[config.mk]
export PLATFORM = sky130hd
export DESIGN_NAME = mux_rx_silo
export DESIGN_NICKNAME = d
export VERILOG_FILES = /design/src/rtl/mux_rx_pkg.sv /design/src/rtl/mux_rx_lpr.sv /design/src/rtl/mux_rx_hold.sv /design/src/rtl/mux_rx_fifo.sv /design/src/rtl/mux_rx_scan.sv /design/src/rtl/mux_rx_silo.sv
export SDC_FILE = /design/constraint.sdc
export NUM_CORES = 1
export LEC_CHECK = 0
export ABC_AREA = 1
export BUFFER_PORTS_ARGS = -buffer_cell sky130_fd_sc_hd__buf_2
export CAP_MARGIN = 10
export CORE_MARGIN = 8
export CORE_UTILIZATION = 45
export DETAILED_ROUTE_END_ITERATION = 12
export GPL_ROUTABILITY_DRIVEN = 0
export PLACE_DENSITY_LB_ADDON = 0.08
export SYNTH_ARGS = -nofsm -noshare
export SYNTH_HDL_FRONTEND = slang
export SYNTH_SLANG_ARGS = --single-unit
[constraint.sdc]
create_clock -name clk -period 2.3 [get_ports clk]
set_input_delay 0.46 -clock clk [delete_from_list [all_inputs] [get_ports clk]]
set_output_delay 0.46 -clock clk [all_outputs]
set_load 0.01 [all_outputs]
[src/rtl/mux_rx_pkg.sv]
package mux_rx_pkg;

    typedef enum logic [1:0] {
        ST_CLEAR = 2'd0,
        ST_OFF   = 2'd1,
        ST_SCAN  = 2'd2,
        ST_PUSH  = 2'd3
    } scan_state_e;

    typedef struct packed {
        logic       ovr;
        logic       ferr;
        logic       perr;
        logic [2:0] line;
        logic [7:0] data;
    } silo_entry_t;

    localparam int ENTRY_W = $bits(silo_entry_t);
    localparam int CFG_W   = 9;   // parameter word bits 11:3
    localparam logic [CFG_W-1:0] CFG_DEFAULT = 9'h003;

    // cfg bit positions (parameter word bit minus 3)
    localparam int CFG_LEN_LO = 0;
    localparam int CFG_PAR_EN = 3;

    function automatic logic [7:0] len_mask(input logic [7:0] d, input logic [1:0] len);
        logic [7:0] m;
        unique case (len)
            2'b00: m = 8'h1F;
            2'b01: m = 8'h3F;
            2'b10: m = 8'h7F;
            default: m = 8'hFF;
        endcase
        return d & m;
    endfunction

endpackage

[src/rtl/mux_rx_lpr.sv]
module mux_rx_lpr
    import mux_rx_pkg::*;
#(
    parameter int NLINES = 8
) (
    input  logic                    clk,
    input  logic                    rst_n,
    input  logic                    flush,
    input  logic                    wr,
    input  logic [15:0]             wdata,
    output logic [NLINES*CFG_W-1:0] cfg
);

    generate
        for (genvar i = 0; i < NLINES; i++) begin : g_line
            logic [CFG_W-1:0] cfg_q;
            always_ff @(posedge clk) begin
                if (!rst_n || flush) begin
                    cfg_q <= CFG_DEFAULT;
                end else if (wr && (wdata[2:0] == 3'(i))) begin
                    cfg_q <= wdata[11:3];
                end
            end
            assign cfg[i*CFG_W +: CFG_W] = cfg_q;
        end
    endgenerate

endmodule

[src/rtl/mux_rx_hold.sv]
module mux_rx_hold
    import mux_rx_pkg::*;
#(
    parameter int NLINES = 8,
    localparam int LW = (NLINES > 1) ? $clog2(NLINES) : 1
) (
    input  logic                    clk,
    input  logic                    rst_n,
    input  logic                    flush,
    input  logic                    scan_en,
    input  logic [NLINES-1:0]       stb,
    input  logic [NLINES*8-1:0]     data,
    input  logic [NLINES-1:0]       perr,
    input  logic [NLINES-1:0]       ferr,
    input  logic [NLINES*CFG_W-1:0] cfg,
    input  logic [NLINES-1:0]       take,
    input  logic [LW-1:0]           sel,
    output logic [NLINES-1:0]       pend,
    output silo_entry_t             sel_ent
);

    logic [NLINES*ENTRY_W-1:0] ent_vec;

    generate
        for (genvar i = 0; i < NLINES; i++) begin : g_slot
            logic             p_q;
            logic [7:0]       d_q;
            logic             pe_q;
            logic             fe_q;
            logic             ov_q;
            logic [CFG_W-1:0] c;
            assign c = cfg[i*CFG_W +: CFG_W];

            always_ff @(posedge clk) begin
                if (!rst_n || flush || !scan_en) begin
                    p_q  <= 1'b0;
                    d_q  <= '0;
                    pe_q <= 1'b0;
                    fe_q <= 1'b0;
                    ov_q <= 1'b0;
                end else if (stb[i]) begin
                    p_q  <= 1'b1;
                    d_q  <= len_mask(data[i*8 +: 8], c[CFG_LEN_LO +: 2]);
                    pe_q <= perr[i] & c[CFG_PAR_EN];
                    fe_q <= ferr[i];
                    ov_q <= p_q & ~take[i];   // unsent character replaced
                end else if (take[i]) begin
                    p_q <= 1'b0;
                end
            end

            assign pend[i] = p_q;
            assign ent_vec[i*ENTRY_W +: ENTRY_W] = {ov_q, fe_q, pe_q, 3'(i), d_q};
        end
    endgenerate

    assign sel_ent = silo_entry_t'(ent_vec[sel*ENTRY_W +: ENTRY_W]);

endmodule

[src/rtl/mux_rx_fifo.sv]
module mux_rx_fifo #(
    parameter int W     = 14,
    parameter int DEPTH = 64,
    localparam int AW = $clog2(DEPTH),
    localparam int CW = $clog2(DEPTH + 1)
) (
    input  logic          clk,
    input  logic          rst_n,
    input  logic          flush,
    input  logic          push,
    input  logic [W-1:0]  din,
    input  logic          pop,
    output logic [W-1:0]  dout,
    output logic [CW-1:0] count,
    output logic          full,
    output logic          empty
);

    localparam logic [CW-1:0] DEPTH_C = CW'(DEPTH);

    logic [W-1:0]  mem [DEPTH];
    logic [AW-1:0] wr_ptr;
    logic [AW-1:0] rd_ptr;
    logic          do_push;
    logic          do_pop;

    assign full    = (count == DEPTH_C);
    assign empty   = (count == '0);
    assign do_push = push & ~full;
    assign do_pop  = pop & ~empty;
    assign dout    = mem[rd_ptr];

    always_ff @(posedge clk) begin
        if (do_push) begin
            mem[wr_ptr] <= din;
        end
    end

    always_ff @(posedge clk) begin
        if (!rst_n || flush) begin
            wr_ptr <= '0;
            rd_ptr <= '0;
            count  <= '0;
        end else begin
            if (do_push) wr_ptr <= wr_ptr + 1'b1;
            if (do_pop)  rd_ptr <= rd_ptr + 1'b1;
            unique case ({do_push, do_pop})
                2'b10:   count <= count + 1'b1;
                2'b01:   count <= count - 1'b1;
                default: count <= count;
            endcase
        end
    end

endmodule

[src/rtl/mux_rx_scan.sv]
module mux_rx_scan
    import mux_rx_pkg::*;
#(
    parameter int NLINES = 8,
    localparam int LW = (NLINES > 1) ? $clog2(NLINES) : 1
) (
    input  logic              clk,
    input  logic              rst_n,
    input  logic              soft_clr,
    input  logic              mse,
    input  logic [NLINES-1:0] pend,
    input  logic              full,
    input  silo_entry_t       sel_ent,
    output scan_state_e       state,
    output logic [LW-1:0]     sel,
    output logic [NLINES-1:0] take,
    output logic              push,
    output silo_entry_t       push_ent
);

    localparam logic [LW-1:0] LAST = LW'(NLINES - 1);

    scan_state_e st_q;
    scan_state_e st_d;
    logic [LW-1:0] ptr_q;
    silo_entry_t   stage_q;
    logic          lost_q;
    logic          drop;
    logic          taking;

    // state register
    always_ff @(posedge clk) begin
        if (!rst_n) begin
            st_q <= ST_OFF;
        end else begin
            st_q <= st_d;
        end
    end

    // next state
    always_comb begin
        st_d = st_q;
        unique case (st_q)
            ST_CLEAR: st_d = ST_OFF;
            ST_OFF:   if (mse) st_d = ST_SCAN;
            ST_SCAN: begin
                if (!mse)            st_d = ST_OFF;
                else if (pend[ptr_q]) st_d = ST_PUSH;
            end
            ST_PUSH:  st_d = mse ? ST_SCAN : ST_OFF;
            default:  st_d = ST_OFF;
        endcase
        if (soft_clr) st_d = ST_CLEAR;
    end

    // outputs
    always_comb begin
        taking = (st_q == ST_SCAN) && mse && pend[ptr_q];
        take   = '0;
        if (taking) take[ptr_q] = 1'b1;
        push   = (st_q == ST_PUSH) && mse && !full;
        drop   = (st_q == ST_PUSH) && mse && full;
        push_ent     = stage_q;
        push_ent.ovr = stage_q.ovr | lost_q;
    end

    // scan pointer, staging entry and lost-character flag
    always_ff @(posedge clk) begin
        if (!rst_n || soft_clr) begin
            ptr_q   <= '0;
            stage_q <= '0;
            lost_q  <= 1'b0;
        end else begin
            if (st_q == ST_OFF || st_q == ST_CLEAR) begin
                ptr_q <= '0;
            end else if ((st_q == ST_SCAN && !taking) || st_q == ST_PUSH) begin
                ptr_q <= (ptr_q == LAST) ? '0 : ptr_q + 1'b1;
            end
            if (taking) stage_q <= sel_ent;
            if (drop)       lost_q <= 1'b1;
            else if (push)  lost_q <= 1'b0;
        end
    end

    assign state = st_q;
    assign sel   = ptr_q;

endmodule

[src/rtl/mux_rx_silo.sv]
module mux_rx_silo
    import mux_rx_pkg::*;
#(
    parameter int NLINES    = 8,
    parameter int DEPTH     = 64,
    parameter int ALARM_LVL = 16,
    localparam int LW = (NLINES > 1) ? $clog2(NLINES) : 1,
    localparam int CW = $clog2(DEPTH + 1)
) (
    input  logic                    clk,
    input  logic                    rst_n,
    input  logic                    bus_addr,
    input  logic                    bus_rd,
    input  logic                    bus_wr,
    input  logic [15:0]             bus_wdata,
    output logic [15:0]             bus_rdata,
    input  logic [NLINES-1:0]       line_stb,
    input  logic [NLINES*8-1:0]     line_data,
    input  logic [NLINES-1:0]       line_perr,
    input  logic [NLINES-1:0]       line_ferr,
    output logic [NLINES*CFG_W-1:0] line_cfg,
    output logic                    rx_irq
);

    localparam logic [CW-1:0] ALARM_C = CW'(ALARM_LVL);

    logic csr_mse, csr_rie, csr_sae, csr_tie;
    logic soft_clr;
    logic csr_wr, lpr_wr, rbuf_rd;

    logic [NLINES-1:0] pend;
    logic [NLINES-1:0] take;
    logic [LW-1:0]     sel;
    silo_entry_t       sel_ent;
    silo_entry_t       push_ent;
    silo_entry_t       head;
    logic              push;
    scan_state_e       state;
    logic [CW-1:0]     silo_count;
    logic              silo_full, silo_empty;

    assign csr_wr   = bus_wr & ~bus_addr;
    assign lpr_wr   = bus_wr &  bus_addr;
    assign rbuf_rd  = bus_rd &  bus_addr;
    assign soft_clr = csr_wr & bus_wdata[4];

    always_ff @(posedge clk) begin
        if (!rst_n || soft_clr) begin
            csr_mse <= 1'b0;
            csr_rie <= 1'b0;
            csr_sae <= 1'b0;
            csr_tie <= 1'b0;
        end else if (csr_wr) begin
            csr_mse <= bus_wdata[5];
            csr_rie <= bus_wdata[6];
            csr_sae <= bus_wdata[12];
            csr_tie <= bus_wdata[14];
        end
    end

    mux_rx_lpr #(.NLINES(NLINES)) u_lpr (
        .clk   (clk),
        .rst_n (rst_n),
        .flush (soft_clr),
        .wr    (lpr_wr),
        .wdata (bus_wdata),
        .cfg   (line_cfg)
    );

    mux_rx_hold #(.NLINES(NLINES)) u_hold (
        .clk     (clk),
        .rst_n   (rst_n),
        .flush   (soft_clr),
        .scan_en (csr_mse),
        .stb     (line_stb),
        .data    (line_data),
        .perr    (line_perr),
        .ferr    (line_ferr),
        .cfg     (line_cfg),
        .take    (take),
        .sel     (sel),
        .pend    (pend),
        .sel_ent (sel_ent)
    );

    mux_rx_scan #(.NLINES(NLINES)) u_scan (
        .clk      (clk),
        .rst_n    (rst_n),
        .soft_clr (soft_clr),
        .mse      (csr_mse),
        .pend     (pend),
        .full     (silo_full),
        .sel_ent  (sel_ent),
        .state    (state),
        .sel      (sel),
        .take     (take),
        .push     (push),
        .push_ent (push_ent)
    );

    mux_rx_fifo #(.W(ENTRY_W), .DEPTH(DEPTH)) u_fifo (
        .clk   (clk),
        .rst_n (rst_n),
        .flush (soft_clr),
        .push  (push),
        .din   (push_ent),
        .pop   (rbuf_rd),
        .dout  (head),
        .count (silo_count),
        .full  (silo_full),
        .empty (silo_empty)
    );

    always_comb begin
        if (bus_addr) begin
            if (silo_empty) bus_rdata = 16'h0000;
            else bus_rdata = {1'b1, head.ovr, head.ferr, head.perr, 1'b0, head.line, head.data};
        end else begin
            bus_rdata = {1'b0, csr_tie, 1'b0, csr_sae, 4'b0000,
                         ~silo_empty, csr_rie, csr_mse, (state == ST_CLEAR), 4'b0000};
        end
    end

    assign rx_irq = csr_rie & (csr_sae ? (silo_count >= ALARM_C) : ~silo_empty);

endmodule

After elaboration in Yosys (flattened, before gate mapping)
Memories as Yosys holds them, arrays and structs flattened. A register that Yosys moved wholly into a read port is not among the register bits.
Index checks and enable logic that the tools add are counted.

cells by class
  $add $sub $neg = 5
  multipliers = 1
  $lt $le $gt $ge = 3
  equal/unequal tests = 34
  shifts and indexed selects = 1
  multiplexer cells = 62
  bitwise logic cells = 44
  reductions and logical operators = 48

operators by type and width
  kind                                                 number
  one-hot mux 8 bit (3 select lines)                   8
  2-to-1 mux 8 bit                                     17
  indexed part select 112 x 8 -> 14 bit                1
  bitwise AND 8 bit                                    8
  2-to-1 mux 16 bit                                    2
  2-to-1 mux 1 bit                                     24
  bitwise AND 1 bit                                    23
  equality test 2 bit, second input constant           11
  equality test 2 x 1 -> 1 bit, second input constant  10
  nonzero test 2 bit                                   10
  zero test 2 bit                                      9
  equality test 3 bit, second input constant           5
  logical AND 1 bit                                    15
  one-hot mux 7 bit (2 select lines)                   1
  adder 6 x 1 -> 6 bit, second input constant          2
  2-to-1 mux 6 bit                                     2
  inverter 1 bit                                       12
  2-to-1 mux 2 bit                                     4
  one-hot mux 2 bit (4 select lines)                   1
  adder 7 x 1 -> 7 bit, second input constant          1
  equality test 7 bit, second input constant           1
  >= comparator 7 x 5 -> 1 bit, second input constant  1
  zero test 7 bit                                      1
  subtractor 7 x 1 -> 7 bit, second input constant     1
  other kinds (19)                                     28

storage, ports and cells
  bits in registers = 211
  RAM bits = 896
  input port bits = 109
  output and inout bits = 89
  logic and storage cells = 263
  memories = 1

memories
  memory      words  bits a word  rd ports  clocked after Yosys merged registers in  write ports  line               RTL
  u_fifo.mem  64     14           1         1                                        1            mux_rx_fifo.sv:21  logic [W-1:0] mem [DEPTH];

Logic depth before layout (Yosys ltp)
  depth in word-level cells = 7
  mapped depth = 18
  mapped depth without buffers = 17

Cells and area by module
Synthesis repeated with hierarchy kept, for this count alone.

second synthesis, totals
  cells, all modules = 4688
  area total of the unflattened synthesis = 47261.6 um2

by module, submodules not included
  module       times used  cells an instance  area each (um2)  seq. area each (um2)
  mux_rx_fifo  1           3258               37980.2          27406.3
  mux_rx_hold  1           786                4903.5           1921.8
  mux_rx_lpr   1           403                2790.2           1441.4
  mux_rx_scan  1           172                1227.4           400.4
  mux_rx_silo  1           69                 360.3            80.1

Worst setup path after synthesis
Ideal clock, no wire load.

  path type = reg-to-reg
  start = register u_fifo.count[5]
  end = register u_fifo.count[4]
  setup time = 116 ps
  arrival = 2383 ps
  data required time = 2184 ps
  path slack = -198 ps
  stages on the path, launching flop included = 18
  path buffers = 1
  clock period less this slack = 2498 ps
  cell sequence = dfxtp_1 -> nor2_1 -> nand2_1 -> nor2_1 -> nor2_4 -> nand2_2 -> inv_1 -> ha_1 -> buf_4 -> xnor2_1 -> inv_1 -> ha_1 -> a21oi_1 -> inv_1 -> a21oi_1 -> xor2_1 -> o21ai_0 -> inv_1

between the ends
  cells in the longest elaborated chain, start to end = 6
  elaborated cells between the ends (all ways) = 12
  classes of those cells = eq/ne: 3; mux: 1; bitwise: 4; reduce/logical: 4

ends and longest elaborated chain
  element                                                                          line               RTL
  start: declaration                                                               mux_rx_fifo.sv:14  output logic [CW-1:0] count,
  start signal: assignment                                                         mux_rx_fifo.sv:48  2'b10: count <= count + 1'b1;
  start signal: assignment                                                         mux_rx_fifo.sv:49  2'b01: count <= count - 1'b1;
  start signal: assignment                                                         mux_rx_fifo.sv:50  default: count <= count;
  equality test 7 bit                                                              mux_rx_fifo.sv:27  assign full = (count == DEPTH_C);
  zero test 1 bit                                                                  mux_rx_scan.sv:61  push = (st_q == ST_PUSH) && mse && !full;
  logical AND 1 bit                                                                mux_rx_scan.sv:61
  bitwise AND 1 bit                                                                mux_rx_fifo.sv:29  assign do_push = push & ~full;
  equality test 2 x 1 -> 1 bit / equality test 2 bit (equally long branches)       mux_rx_fifo.sv:47  unique case ({do_push, do_pop})
  one-hot mux 7 bit (2 select lines) / nonzero test 2 bit (equally long branches)  n/a

Several ways; a longest one is shown, not always the timed one.
A chain may end at the register's enable or synchronous reset.

==> impl_metrics.json <==
{
  "synth_ff_type": "edfxtp_1",
  "grt_max_degree": 66,
  "r2r_start": "u_scan.state[1]",
  "ys_async_sr_fraction": 0,
  "netlist_instances": 4263,
  "synth_area_leaders": "edfxtp_1 59%, nand2_1 12%, dfxtp_1 9.6%, nand3_1 8.8%, nor2_1 2.0%",
  "core-area_um2": 100000,
  "r2r_cells": 10,
  "remaining_drc_errors": 0,
  "hold_path.class": "primary input to register",
  "die_h_um": 334,
  "fin_crit_ns": 3.25,
  "worstPathRequired_ns": 1.84,
  "cp_max_fo": 8,
  "yosysTopAreaCellShare": 0.593,
  "holdWs_ns": 0.0433,
  "nFillCells": 8258,
  "netSwitchingFraction": 0.237,
  "grt_usage": 0.249,
  "min_from": "line_data[20]",
  "port_buffers": 194,
  "power_switching_mw": 10.7,
  "peakVddDrop_v": 0.000639,
  "ys_warn_count": 0,
  "antenna_found_initial": 1,
  "fin_crit_sh": 1.41,
  "holdPathStages": 3,
  "die-area_um2": 111000,
  "syn_area_per_cell_um2": 10.6,
  "hold_viol": 0,
  "cts.clk_slew.worst_paths_ns": 0.06,
  "yosysMostFrequentCell": "nand2_1",
  "clk_latency_ns": 0.70,
  "hpwl_mm": 87.8,
  "final_max_slew_viol_count": 0,
  "p_comb_frac": 0.109,
  "failed_checks": "setup timing",
  "routed_wl_mm": 143,
  "grt_pass1_vias": 32390,
  "syn2layout_area_growth_pct": 28.1,
  "overflow": 0,
  "drtPass1Iterations": 5,
  "vias_per_cell": 5.47,
  "r2r-end": "u_fifo.mem[4][6]",
  "power_density_nw_per_um2": 779,
  "dp_slack_ns": -0.532,
  "dr_total_vias": 33865,
  "final_layout_size_suffix_gt1_frac": 0.226,
  "status": "complete, but fails checks",
  "cts.path.max_buffers": 3,
  "worstSetupStartpointType": "register",
  "diodes": 0,
  "synth_nets": 4379,
  "finClkSkew_ns": 0.0284,
  "die_x_um": 334,
  "clkPwrFrac": 0.415,
  "cp.arrival_ns": 2.79,
  "cts_tree": "done",
  "finalSetupViolCount": 14,
  "drtIter0Drc": 2975,
  "cap_violations": 0,
  "setup_slack_ns": -0.945,
  "rrSetupSlack_ns": 0.04,
  "synth-seq-cells": 1113,
  "synth_area_um2": 45400,
  "start_util": 0.454,
  "cp-end-kind": "output port",
  "cts_inserted_buffers": 117,
  "synth_edf_count": 896,
  "htreeDepth": 3,
  "worstSetupPathType": "register to output port",
  "internal-power_mw": 34.5,
  "routedWlPerCell_um": 23.1,
  "final_antenna_net_count": 0,
  "maxSlewHeadroom": 0.439,
  "ys_types": 45,
  "rsz0062_at_grt": "true",
  "seqPwrFrac": 0.476,
  "design.portCount": 198,
  "yosys.area.top_type": "edfxtp_1",
  "worst_slew_pin_slew_ns": 0.841,
  "grt_pass1_wl_mm": 210,
  "cts.sinks": 1113,
  "max_freq_mhz": 308,
  "std_cell_rows": 116,
  "whs_endpoint": "u_hold.g_slot[2].d_q[4]",
  "p_leak_nw": 21.5,
  "ys_seq_area_frac": 0.689,
  "root_buffer": "clkbuf_16",
  "final_nets": 4913,
  "post-route-util": 0.581,
  "synth_common_cells": "1,399 x nand2_1, 896 x edfxtp_1, 796 x nand3_1"
}
[registers in the layout, summed over array words and instances (netlist names), 2 cells and up, named ones only]
name / flops
u_fifo.mem: 896
u_lpr.g_line.cfg_q: 72
u_hold.g_slot.d_q: 64
u_scan.push_ent: 13
u_hold.g_slot.fe_q: 8
u_hold.g_slot.ov_q: 8
u_hold.g_slot.p_q: 8
u_hold.g_slot.pe_q: 8
u_fifo.count: 7
u_fifo.rd_ptr: 6
u_fifo.wr_ptr: 6
u_scan.sel: 3
u_scan.state: 2
[metal layers]
layer | global-route usage | share of wire | up-vias
met2 | 0.413 | 0.48 | 1035
met4 | 0.0783 | 0.032 | 2
met5 | 0 | 0.000056 | -
li1 | - | - | 15878
met1 | 0.338 | 0.43 | 16704
met3 | 0.0352 | 0.054 | 246
[cell usage in the layout (no fill, tap or decap), drive strengths merged, types with 9 or more instances in the layout]
cell type and count:
a211oi 10, a21oi 139, buf 595, bufinv 9, clkbuf 161, clkinv 57
dfxtp 217, dlygate4sd3 54, edfxtp 896, inv 82, nand2 1403, nand3 803
nor2 255, nor3 11, nor4 9, o21a 16, o21ai 122
[stage by stage]
stage	cells	power (mW)	TNS, ns	cell area, um2
finish	6192	45.2	-12.37	58100
global placement	5838	25.6	-11.54	50600
global route	6192	46.7	-13.92	58100
detailed placement	5838	25.6	-9.02	50600
floorplan	4263	24.1	-2.50	45400
CTS	6180	45.4	-12.44	57700
[worst max-delay path, cell delays in order, from the launching register on]
cell and delay, ns:
dfxtp_4 0.42, buf_6 0.13, buf_12 0.16, buf_16 0.16
buf_4 0.13, nand2_1 0.04, nand3_1 0.08, nand3_1 0.09
nand2_2 0.14, nand2_1 0.09, nand3_2 0.09, nand3_4 0.12
nand2_4 0.12, nand2_2 0.08, nand2_1 0.06, buf_4 0.13
[area by class of cell]
type                            instances  area, um2  area share
Clock buffer                          157       3270      0.0563
Clock inverter                         59        538     0.00926
Inverter                               87        368     0.00633
Multi-Input combinational cell       2813      13700       0.236
Sequential cell                      1113      31300       0.538
Tap cell                             1298       1620      0.0279
Timing Repair Buffer                  660       7250       0.125
Timing Repair inverter                  5       62.6     0.00108
[power groups by stage]
stage | Sequential [mW] | Combinational [mW] | Clock (mW)
final | 21.6 | 4.93 | 18.8
after global routing | 21.5 | 5.30 | 19.8
after CTS | 21.5 | 4.78 | 19.1
after detailed placement | 22.0 | 3.65 | 0
after global placement | 22.0 | 3.63 | 0
after floorplan | 22.0 | 2.16 | 0
[cell families after synthesis]
| logic type | after synthesis | share of synthesized area |
|---|---|---|
| and+or+nand+nor | 2489 | 0.232 |
| DFF | 1113 | 0.689 |
| other | 1 | 0.0000826 |
| AOI/OAI and AO/OA | 306 | 0.0367 |
| buffers and inverters | 337 | 0.0385 |
| adders and majority gates | 7 | 0.00193 |
| xor gates and xnor gates | 10 | 0.00193 |
[what timing repair did]
item / in CTS / in global routing
endpoints found under the hold margin: 54 / 0
endpoints found under the setup margin: 234 / 701
cloned: 30 / 6
pin swaps: 65 / 35
hold buffers: 54 / 0
resized for setup: 347 / 86
buffers inserted: 47 / 10
[worst max path at each step]
stage | start | to | depth (start not counted)
2_1_floorplan | u_fifo.wr_ptr[1] | u_fifo.mem[23][0] | 4
4_1_cts | register | bus_rdata[12] | 14
3_3_place_gp | register | bus_rdata[8] | 12
5_1_grt | register | bus_rdata[14] | 14
6_report | register | bus_rdata[6] | 15
3_5_place_dp | register | bus_rdata[8] | 12
Note: power is estimated with default switching activity, not from simulation.
